===== src/rtl/vprc_pkg.sv =====
package vprc_pkg;
   // register selected by an access
   typedef enum logic [1:0] {
      SEL_NONE = 2'd0,
      SEL_RUN  = 2'd1,
      SEL_STOP = 2'd2,
      SEL_STAT = 2'd3
   } reg_sel_e;

   // per-processor lifecycle
   typedef enum logic [1:0] {
      ST_HALT = 2'd0,
      ST_BOOT = 2'd1,
      ST_WAIT = 2'd2,
      ST_RUN  = 2'd3
   } vp_state_e;

   // byte offsets inside a window
   localparam int OFS_RUN  = 'h00;
   localparam int OFS_STOP = 'h08;
   localparam int OFS_STAT = 'h10;
endpackage


===== src/rtl/vprc_decode.sv =====
module vprc_decode
   import vprc_pkg::*;
#(
   parameter int ADDR_W    = 16,
   parameter int WIN_SHIFT = 13,
   parameter int WIN0_IDX  = 1,
   parameter int WIN1_IDX  = 2
) (
   input  logic [ADDR_W-1:0] addr,
   output reg_sel_e          sel
);
   localparam int PAGE_W  = ADDR_W - WIN_SHIFT;
   localparam int NUM_WIN = 2;
   localparam logic [NUM_WIN-1:0][PAGE_W-1:0] WIN_IDX =
      {PAGE_W'(WIN1_IDX), PAGE_W'(WIN0_IDX)};

   logic [NUM_WIN-1:0]    win_hit;
   logic [WIN_SHIFT-1:0]  ofs;

   assign ofs = addr[WIN_SHIFT-1:0];

   for (genvar w = 0; w < NUM_WIN; w++) begin : g_win
      assign win_hit[w] = (addr[ADDR_W-1:WIN_SHIFT] == WIN_IDX[w]);
   end

   always_comb begin
      sel = SEL_NONE;
      if (|win_hit) begin
         if (ofs == WIN_SHIFT'(OFS_RUN))       sel = SEL_RUN;
         else if (ofs == WIN_SHIFT'(OFS_STOP)) sel = SEL_STOP;
         else if (ofs == WIN_SHIFT'(OFS_STAT)) sel = SEL_STAT;
      end
   end
endmodule


===== src/rtl/vprc_lane.sv =====
module vprc_lane
   import vprc_pkg::*;
#(
   parameter bit LAUNCH_AT_RESET = 1'b0
) (
   input  logic clk,
   input  logic rst_n,
   input  logic run_cmd,
   input  logic stop_cmd,
   input  logic rst_done,
   output logic rst_req,
   output logic halt_req,
   output logic running
);
   vp_state_e st_q;
   logic      rst_req_q;
   logic      halt_req_q;

   always_ff @(posedge clk or negedge rst_n) begin
      if (!rst_n) begin
         st_q       <= LAUNCH_AT_RESET ? ST_BOOT : ST_HALT;
         rst_req_q  <= 1'b0;
         halt_req_q <= 1'b0;
      end else begin
         rst_req_q  <= 1'b0;
         halt_req_q <= 1'b0;
         unique case (st_q)
            ST_HALT: if (run_cmd) begin
               st_q      <= ST_WAIT;
               rst_req_q <= 1'b1;
            end
            ST_BOOT: begin
               st_q      <= ST_WAIT;
               rst_req_q <= 1'b1;
            end
            ST_WAIT: if (rst_done) st_q <= ST_RUN;
            ST_RUN: if (stop_cmd) begin
               st_q       <= ST_HALT;
               halt_req_q <= 1'b1;
            end
            default: st_q <= ST_HALT;
         endcase
      end
   end

   assign rst_req  = rst_req_q;
   assign halt_req = halt_req_q;
   assign running  = (st_q == ST_RUN);
endmodule


===== src/rtl/vprc_top.sv =====
module vprc_top
   import vprc_pkg::*;
#(
   parameter int          NUM_VP     = 1,
   parameter logic [63:0] START_MASK = 64'h1,
   parameter int          ADDR_W     = 16,
   parameter int          WIN_SHIFT  = 13,
   parameter int          WIN0_IDX   = 1,
   parameter int          WIN1_IDX   = 2
) (
   input  logic              clk,
   input  logic              rst_n,
   input  logic [ADDR_W-1:0] addr,
   input  logic [63:0]       wdata,
   input  logic              wr_en,
   input  logic              rd_en,
   output logic [63:0]       rdata,
   output logic [NUM_VP-1:0] vp_rst_req,
   output logic [NUM_VP-1:0] vp_halt_req,
   input  logic [NUM_VP-1:0] vp_rst_done
);
   localparam int          DATA_W   = 64;
   localparam logic [63:0] OUT_BITS = ~((64'd1 << NUM_VP) - 64'd1);
   localparam logic [NUM_VP-1:0] VALID = '1;

   // elaboration-time parameter checks
   if (NUM_VP < 1 || NUM_VP > DATA_W) begin : g_bad_count
      $error("vprc_top: NUM_VP must lie in 1..64");
   end
   if ((START_MASK & OUT_BITS) != 64'd0) begin : g_bad_start
      $error("vprc_top: START_MASK selects processors beyond NUM_VP");
   end
   if (ADDR_W <= WIN_SHIFT || WIN_SHIFT < 5) begin : g_bad_addr
      $error("vprc_top: address split leaves no room for windows or offsets");
   end

   reg_sel_e          sel;
   logic [NUM_VP-1:0] run_cmd;
   logic [NUM_VP-1:0] stop_cmd;
   logic [NUM_VP-1:0] run_vec;
   logic [63:0]       rdata_q;

   vprc_decode #(
      .ADDR_W   (ADDR_W),
      .WIN_SHIFT(WIN_SHIFT),
      .WIN0_IDX (WIN0_IDX),
      .WIN1_IDX (WIN1_IDX)
   ) i_decode (
      .addr(addr),
      .sel (sel)
   );

   assign run_cmd  = (wr_en && sel == SEL_RUN)  ? (wdata[NUM_VP-1:0] & VALID) : '0;
   assign stop_cmd = (wr_en && sel == SEL_STOP) ? (wdata[NUM_VP-1:0] & VALID) : '0;

   for (genvar g = 0; g < NUM_VP; g++) begin : g_lane
      vprc_lane #(
         .LAUNCH_AT_RESET(START_MASK[g])
      ) i_lane (
         .clk     (clk),
         .rst_n   (rst_n),
         .run_cmd (run_cmd[g]),
         .stop_cmd(stop_cmd[g]),
         .rst_done(vp_rst_done[g]),
         .rst_req (vp_rst_req[g]),
         .halt_req(vp_halt_req[g]),
         .running (run_vec[g])
      );
   end

   always_ff @(posedge clk or negedge rst_n) begin
      if (!rst_n) rdata_q <= '0;
      else        rdata_q <= (rd_en && sel == SEL_STAT) ? DATA_W'(run_vec) : '0;
   end

   assign rdata = rdata_q;
endmodule


===== config.mk =====
export PLATFORM = sky130hd
export DESIGN_NAME = vprc_top
export DESIGN_NICKNAME = d
export VERILOG_FILES = /design/src/rtl/vprc_pkg.sv /design/src/rtl/vprc_decode.sv /design/src/rtl/vprc_lane.sv /design/src/rtl/vprc_top.sv
export SDC_FILE = /design/constraint.sdc
export NUM_CORES = 1
export LEC_CHECK = 0
export ABC_AREA = 1
export BUFFER_PORTS_ARGS = -buffer_cell sky130_fd_sc_hd__buf_2
export CORE_ASPECT_RATIO = 0.6
export CORE_MARGIN = 4
export CORE_UTILIZATION = 29
export DETAILED_ROUTE_END_ITERATION = 10
export PLACE_DENSITY = 0.87
export SLEW_MARGIN = 10
export SYNTH_ARGS = -nofsm -noshare
export SYNTH_HDL_FRONTEND = slang
export SYNTH_SLANG_ARGS = --single-unit

===== constraint.sdc =====
create_clock -name clk -period 1.46 [get_ports clk]
set_input_delay 0.292 -clock clk [delete_from_list [all_inputs] [get_ports clk]]
set_output_delay 0.292 -clock clk [all_outputs]
set_load 0.005 [all_outputs]

==> impl_metrics.toml, run 1 <==
[critical_path]
cp_cell_sequence = "buf_2 > or2_4 > nor2_4 > nand2_2 > nand2_2 > nand2_2 > clkinv_1 > nand4_1 > nand2_1 > inv_1"
rrSetupSlack_ns = 0.44
crit_slowest_cell = "or2_4"
reg2reg_from = "g_lane[0].i_lane.st_q[0]$_DFFE_PN1P_"
worstSetupPathType = "in -> reg"
rr_worst_depth = 5
slowest_delay_ns = 0.24
worst_ep_required_time_ns = 1.57
arrival_ns = 1.28
startpoint = "addr[9]"
startpoint_type = "input pin"
cp_common_cell = "nand2_2"
cp-end-kind = "flop"
crit_fanout = 4

[synthesis]
synthesis.area_um2 = 849.6
synth_top_cell_area_share = 0.5567
ys_seq_elements = 5
ys_async_sr_fraction = 1.000
synth.distinct_cells = 18
syn_inst = 122
synth_edf_count = 0
synth_largest_area_cell = "buf_4"
yosysMostFrequentCell = "buf_4"
synth_seq_area_share = 0.1487
ys.flop_type = "dfrtp_1"
synth.avg_cell_area_um2 = 6.964
synthTopCellsByCount = "63 x buf_4, 16 x nand2_1, 10 x nor2_1"
synth.area.top_cells = "buf_4 56%, dfrtp_1 12%, nand2_1 7.1%, nor2_1 4.4%, inv_1 4.0%"
yosys_warnings = 0

[layout]
diodes = 0
design_area_um2 = 834.6
drive_above_1_share = 0.2467
num-fill-cells = 303
layout.nets = 236
final_util = 0.3155
register_area_um2 = 126.4
syn2layout_area_growth_pct = -1.767
multi_input_area_um2 = 445.4

[floorplanning]
die_w_um = 77.88
dieArea_mm2 = 0.003888
io_pins = 151
start_util = 0.3212
die_y_um = 49.93
row_count = 14
core_mm2 = 0.002645

[routing]
ant_nets = 0
firstDrtPassIters = 4
post_drt_wl_per_cell_um = 7.589
drcViolationCount = 0
vias = 584
drt_iter0_markers = 6
wl_mm = 1.442
via_per_inst = 3.074

[timing]
finalSetupViolCount = 0
skew_ns = 0.0006468
hold_viol = 0
fin_crit_ns = 1.176
fin_ws_ns = 0.2842
fin_setup_tns_ns = 0
final_max_slew_viol_count = 0
rsz0062_at_grt = "false"
max_freq_mhz = 850.5
worst_hold_slack_ns = 0.2977
fin_crit_sh = 0.8054

[pwr]
netSwitchingPower_w = 0.0001387
power.leakage_nw = 0.5359
internal_power_w = 0.0003639
clkPwrFrac = 0.498
swShare = 0.2760
combPwrFrac = 0.213
irDropWorstVdd_mv = 0.1717
p_seq_frac = 0.289
powerDensity_mw_per_mm2 = 602.3

[clock_network]
htree_levels = 1
worstSkewPairLatency_ns = 0.22
clk_pin_slew_ns = 0.03
cts_setup_buffers = 0
cts_root_buf = "clkbuf_8"
cts_made_buffers = 3
cts_sinks = 5
clk_path_buf_depth = 2
cts_tree = "done"

[global_route]
grt_max_degree = 6
grt_overflow_total = 0
grt_pass1_vias = 516
antenna_found_initial = 0
grt_util_all_layers = 0.06988
grt_pass1_wl_mm = 2.152

[place]
gp_congestion = 0.7648
post-place-ws_ns = 0.04348
detailed_place_hpwl_mm = 1.325
io_buffer_count = 24
placed_cell_area_um2 = 779.5

[hold_path]
hp-class = "in -> reg"
min_from = "vp_rst_done"
hold_path_depth = 3

[status]
status = "completed"

[run]
cap_viol_max_count = 0
registers in the layout, indices dropped and copies added (netlist names):
register and flops:
g_lane.i_lane.st_q 2, g_lane.i_lane.halt_req 1, g_lane.i_lane.rst_req 1, rdata 1
stage by stage:
step / total power (W) / cells
after floorplan: 0.0003326 / 184
after global placement: 0.0002438 / 185
after detailed placement: 0.0002458 / 185
after CTS: 0.0005003 / 190
after global routing: 0.0005420 / 190
final: 0.0005027 / 190
placed cells by master, fill, tap and decap left out, types with 2 or more instances in the layout:
cell / count
nand2_2: 3
nor2_2: 2
clkbuf_8: 3
nand3_1: 4
dfrtp_1: 4
buf_2: 24
conb_1: 63
nand2_1: 16
nor2_1: 10
a21oi_1: 2
inv_1: 9
cell families after synthesis:
| logic type | Yosys count | synth area share |
|---|---|---|
| AOI/OAI and AO/OA | 3 | 0.02209 |
| other | 1 | 0.004414 |
| buffers and inverters | 73 | 0.6009 |
| DFF | 5 | 0.1488 |
| and+or+nand+nor | 40 | 0.2239 |
power groups by stage:
stage	Clock, W	Sequential (W)	Combinational (W)
after floorplan	0	0.000146	0.000186
final	0.000250	0.000145	0.000107
after CTS	0.000254	0.000145	0.000102
after global placement	0	0.000147	0.0000971
after detailed placement	0	0.000147	0.0000991
after global routing	0.000270	0.000146	0.000126
metal layers:
| metal | global-route usage | routed length (µm) | vias to the layer above |
|---|---|---|---|
| met1 | 0.06250 | 404 | 250 |
| li1 | - | - | 295 |
| met3 | 0.02000 | 183 | 2 |
| met2 | 0.1335 | 827 | 37 |
| met4 | 0.05325 | 27 | 0 |
| met5 | 0 | 0 | - |
critical path: cells and delay by family:
kind                   cells  cell delay [ns]
buffers and inverters      3             0.20
AND/OR/NAND/NOR            7             0.78
area by class of cell:
cell class | instances | area share
Sequential cell | 5 | 0.1514
Multi-Input combinational cell | 106 | 0.5337
Clock buffer | 4 | 0.05397
Timing Repair Buffer | 25 | 0.1559
Tap cell | 40 | 0.05997
Inverter | 10 | 0.04498
final timing paths:
check                                                        to
min in group asynchronous    g_lane[0].i_lane.rst_req$_DFF_PN0_
setup / recovery           g_lane[0].i_lane.st_q[1]$_DFFE_PN0P_
max in group asynchronous  g_lane[0].i_lane.st_q[0]$_DFFE_PN1P_
hold / removal             g_lane[0].i_lane.st_q[0]$_DFFE_PN1P_
hold reg to reg              g_lane[0].i_lane.rst_req$_DFF_PN0_
setup reg to reg           g_lane[0].i_lane.st_q[1]$_DFFE_PN0P_
timing repair:
| item | 4_1_cts | 5_1_grt |
|---|---|---|
| gates resized for setup | 0 | 0 |
| hold buffers | 1 | 0 |
| hold endpoints to repair | 4 | 0 |
Note: power is estimated with default switching activity, not from simulation.
==> run 2: changes to the inputs <==
--- a/config.mk
+++ b/config.mk
@@ -5,13 +5,13 @@
 export SDC_FILE = /design/constraint.sdc
 export NUM_CORES = 1
 export LEC_CHECK = 0
-export ABC_AREA = 1
+export ABC_AREA = 0
 export BUFFER_PORTS_ARGS = -buffer_cell sky130_fd_sc_hd__buf_2
 export CORE_ASPECT_RATIO = 0.6
 export CORE_MARGIN = 4
-export CORE_UTILIZATION = 29
+export CORE_UTILIZATION = 26
 export DETAILED_ROUTE_END_ITERATION = 10
-export PLACE_DENSITY = 0.87
+export PLACE_DENSITY = 0.82
 export SLEW_MARGIN = 10
 export SYNTH_ARGS = -nofsm -noshare
 export SYNTH_HDL_FRONTEND = slang
==> constraint.sdc (replaced) <==
create_clock -name clk -period 1.1 [get_ports clk]
set_input_delay 0.22 -clock clk [delete_from_list [all_inputs] [get_ports clk]]
set_output_delay 0.22 -clock clk [all_outputs]
set_load 0.005 [all_outputs]
==> impl_metrics.toml, run 2 <==
[critical_path]
cp-end-kind = "flop"
reg2reg_from = "g_lane[0].i_lane.st_q[0]$_DFFE_PN1P_"
worstSetupPathType = "in -> reg"
rr_worst_depth = 3
rrSetupSlack_ns = 0.01
arrival_ns = 1.24
crit_fanout = 2
startpoint = "addr[10]"
reg2reg_to = "g_lane[0].i_lane.halt_req$_DFF_PN0_"
startpoint_type = "input pin"
worst_ep_required_time_ns = 1.24
critical_path.endpoint = "g_lane[0].i_lane.halt_req$_DFF_PN0_"

[synthesis]
synth_seq_area_share = 0.1593
synth.area.top_cells = "buf_4 60%, dfrtp_1 13%, dfstp_2 3.3%, nor4_2 3.2%, nor4_4 2.7%"
synth.avg_cell_area_um2 = 8.350
synth.distinct_cells = 22
synth_top_cell_area_share = 0.5962
synth_largest_area_cell = "buf_4"
synthesis.area_um2 = 793.3
ys_async_sr_fraction = 1.000
ys.flop_type = "dfrtp_1"
yosys_warnings = 0
synth_edf_count = 0
ys_seq_elements = 5
syn_inst = 95
yosysMostFrequentCell = "buf_4"
synthTopCellsByCount = "63 x buf_4, 5 x nor2_1, 4 x dfrtp_1"

[routing]
drt_iter0_markers = 31
post_drt_wl_per_cell_um = 8.096
firstDrtPassIters = 3
drcViolationCount = 0
ant_nets = 0
wl_mm = 1.352
via_per_inst = 2.910
vias = 486

[global_route]
grt_util_all_layers = 0.05697
grt_overflow_total = 0
grt_pass1_vias = 425
grt_max_degree = 7
antenna_found_initial = 0
grt_pass1_wl_mm = 1.752

[clock_network]
worstSkewPairLatency_ns = 0.22
htree_levels = 1
clk_path_buf_depth = 2
cts_tree = "done"
cts_sinks = 5
cts_made_buffers = 3
cts_root_buf = "clkbuf_8"
clk_pin_slew_ns = 0.04
cts_setup_buffers = 0

[floorplanning]
row_count = 15
start_util = 0.2745
dieArea_mm2 = 0.004028
die_w_um = 79.31
core_mm2 = 0.002890
die_y_um = 50.79
io_pins = 151

[place]
detailed_place_hpwl_mm = 1.238
io_buffer_count = 24
post-place-ws_ns = -0.2492
gp_congestion = 0.7421

[pwr]
power_w = 0.0006590
powerDensity_mw_per_mm2 = 783.8
irDropWorstVdd_mv = 0.2303
power.leakage_nw = 0.4720

[timing]
hold_viol = 0
fin_crit_ns = 1.098
fin_ws_ns = 0.001687
finalSetupViolCount = 0
worst_hold_slack_ns = 0.2437
max_freq_mhz = 910.5
fin_setup_tns_ns = 0
final_max_slew_viol_count = 0
fin_crit_sh = 0.9985
skew_ns = 0.003510
rsz0062_at_grt = "true"

[layout]
diodes = 0
final_util = 0.2909
largest_reg_flops = 2
layout.nets = 211
drive_above_1_share = 0.3120
top_register = "g_lane.i_lane.st_q"
final_common_cell = "conb_1"
register_area_um2 = 126.4
syn2layout_area_growth_pct = 5.994
multi_input_area_um2 = 445.4
final_cell_mix = "63 x conb_1, 21 x buf_2, 5 x nor2_1, 4 x dfrtp_1"
num-fill-cells = 314

[hold_path]
hp-class = "in -> reg"

[status]
status = "completed"

[run]
cap_viol_max_count = 0
-- run 2: changes by cell type after synthesis, sizes merged, moves of 2 or more --
cell / before / now
nor4: 0 / 4
nand2: 19 / 3
o31a: 0 / 2
a31oi: 0 / 2
a21oi: 3 / 0
nand3: 5 / 1
inv: 9 / 2
nor2: 13 / 5
-- run 2: critical path, cell delays in order --
cell and delay (ns):
buf_6 0.10, nor4_4 0.29, nand3_2 0.16, nor4_4 0.27, nor3b_2 0.19
-- run 2: cell type report --
| class | count | area share |
|---|---|---|
| well taps | 42 | 0.06250 |
| repair buffers | 27 | 0.1949 |
| flip-flops and latches | 5 | 0.1503 |
| clock buffers | 4 | 0.05357 |
| inverters | 2 | 0.008929 |
| multi-input cells | 87 | 0.5298 |
-- run 2: metal layers --
layer	vias to the layer above	part of all wire	track usage
li1	238	-	-
met4	0	0.011	0.03429
met5	-	0	0
met3	2	0.077	0.01613
met2	27	0.60	0.1047
met1	219	0.31	0.05751
-- run 2: worst min path at each step --
stage                 start                              endpoint  slack [ns]  depth (start not counted)
floorplan             rst_n   g_lane[0].i_lane.halt_req$_DFF_PN0_       -0.08                          0
finish              addr[3]  g_lane[0].i_lane.st_q[0]$_DFFE_PN1P_        0.24                          2
CTS                   rd_en                    rdata[0]$_DFF_PN0_        0.24                          2
global placement      rst_n    g_lane[0].i_lane.rst_req$_DFF_PN0_        0.04                          1
detailed placement    rst_n    g_lane[0].i_lane.rst_req$_DFF_PN0_        0.04                          1
global route        addr[3]  g_lane[0].i_lane.st_q[0]$_DFFE_PN1P_        0.26                          2
-- run 2: stage by stage --
step | std cells | area, µm²
6_report | 167 | 840.8
5_1_grt | 167 | 840.8
4_1_cts | 167 | 819.5
3_5_place_dp | 162 | 755.7
3_3_place_gp | 162 | 755.7
2_1_floorplan | 157 | 1041
-- run 2: logic make-up after synthesis --
group,count (synthesis),share of synthesized area
AOI/OAI and AO/OA,5,0.04574
xor gates and xnor gates,2,0.02209
buffers and inverters,65,0.6057
DFF,5,0.1593
other,1,0.004727
and+or+nand+nor,17,0.1625
-- run 2: timing repair --
item | CTS | global route
resized for setup | 2 | 3
hold endpoints to repair | 4 | 0
pin swaps | 2 | 3
gates cloned | 0 | 0
hold buffers | 1 | 0
endpoints found under the setup margin | 2 | 4
-- run 2: power breakdown --
part / leakage, nW / internal [W] / switching [W]
sequential: 0.0612 / 0.000185 / 0.00000000256
combinational: 0.388 / 0.0000480 / 0.0000933
clock: 0.0228 / 0.000248 / 0.0000843
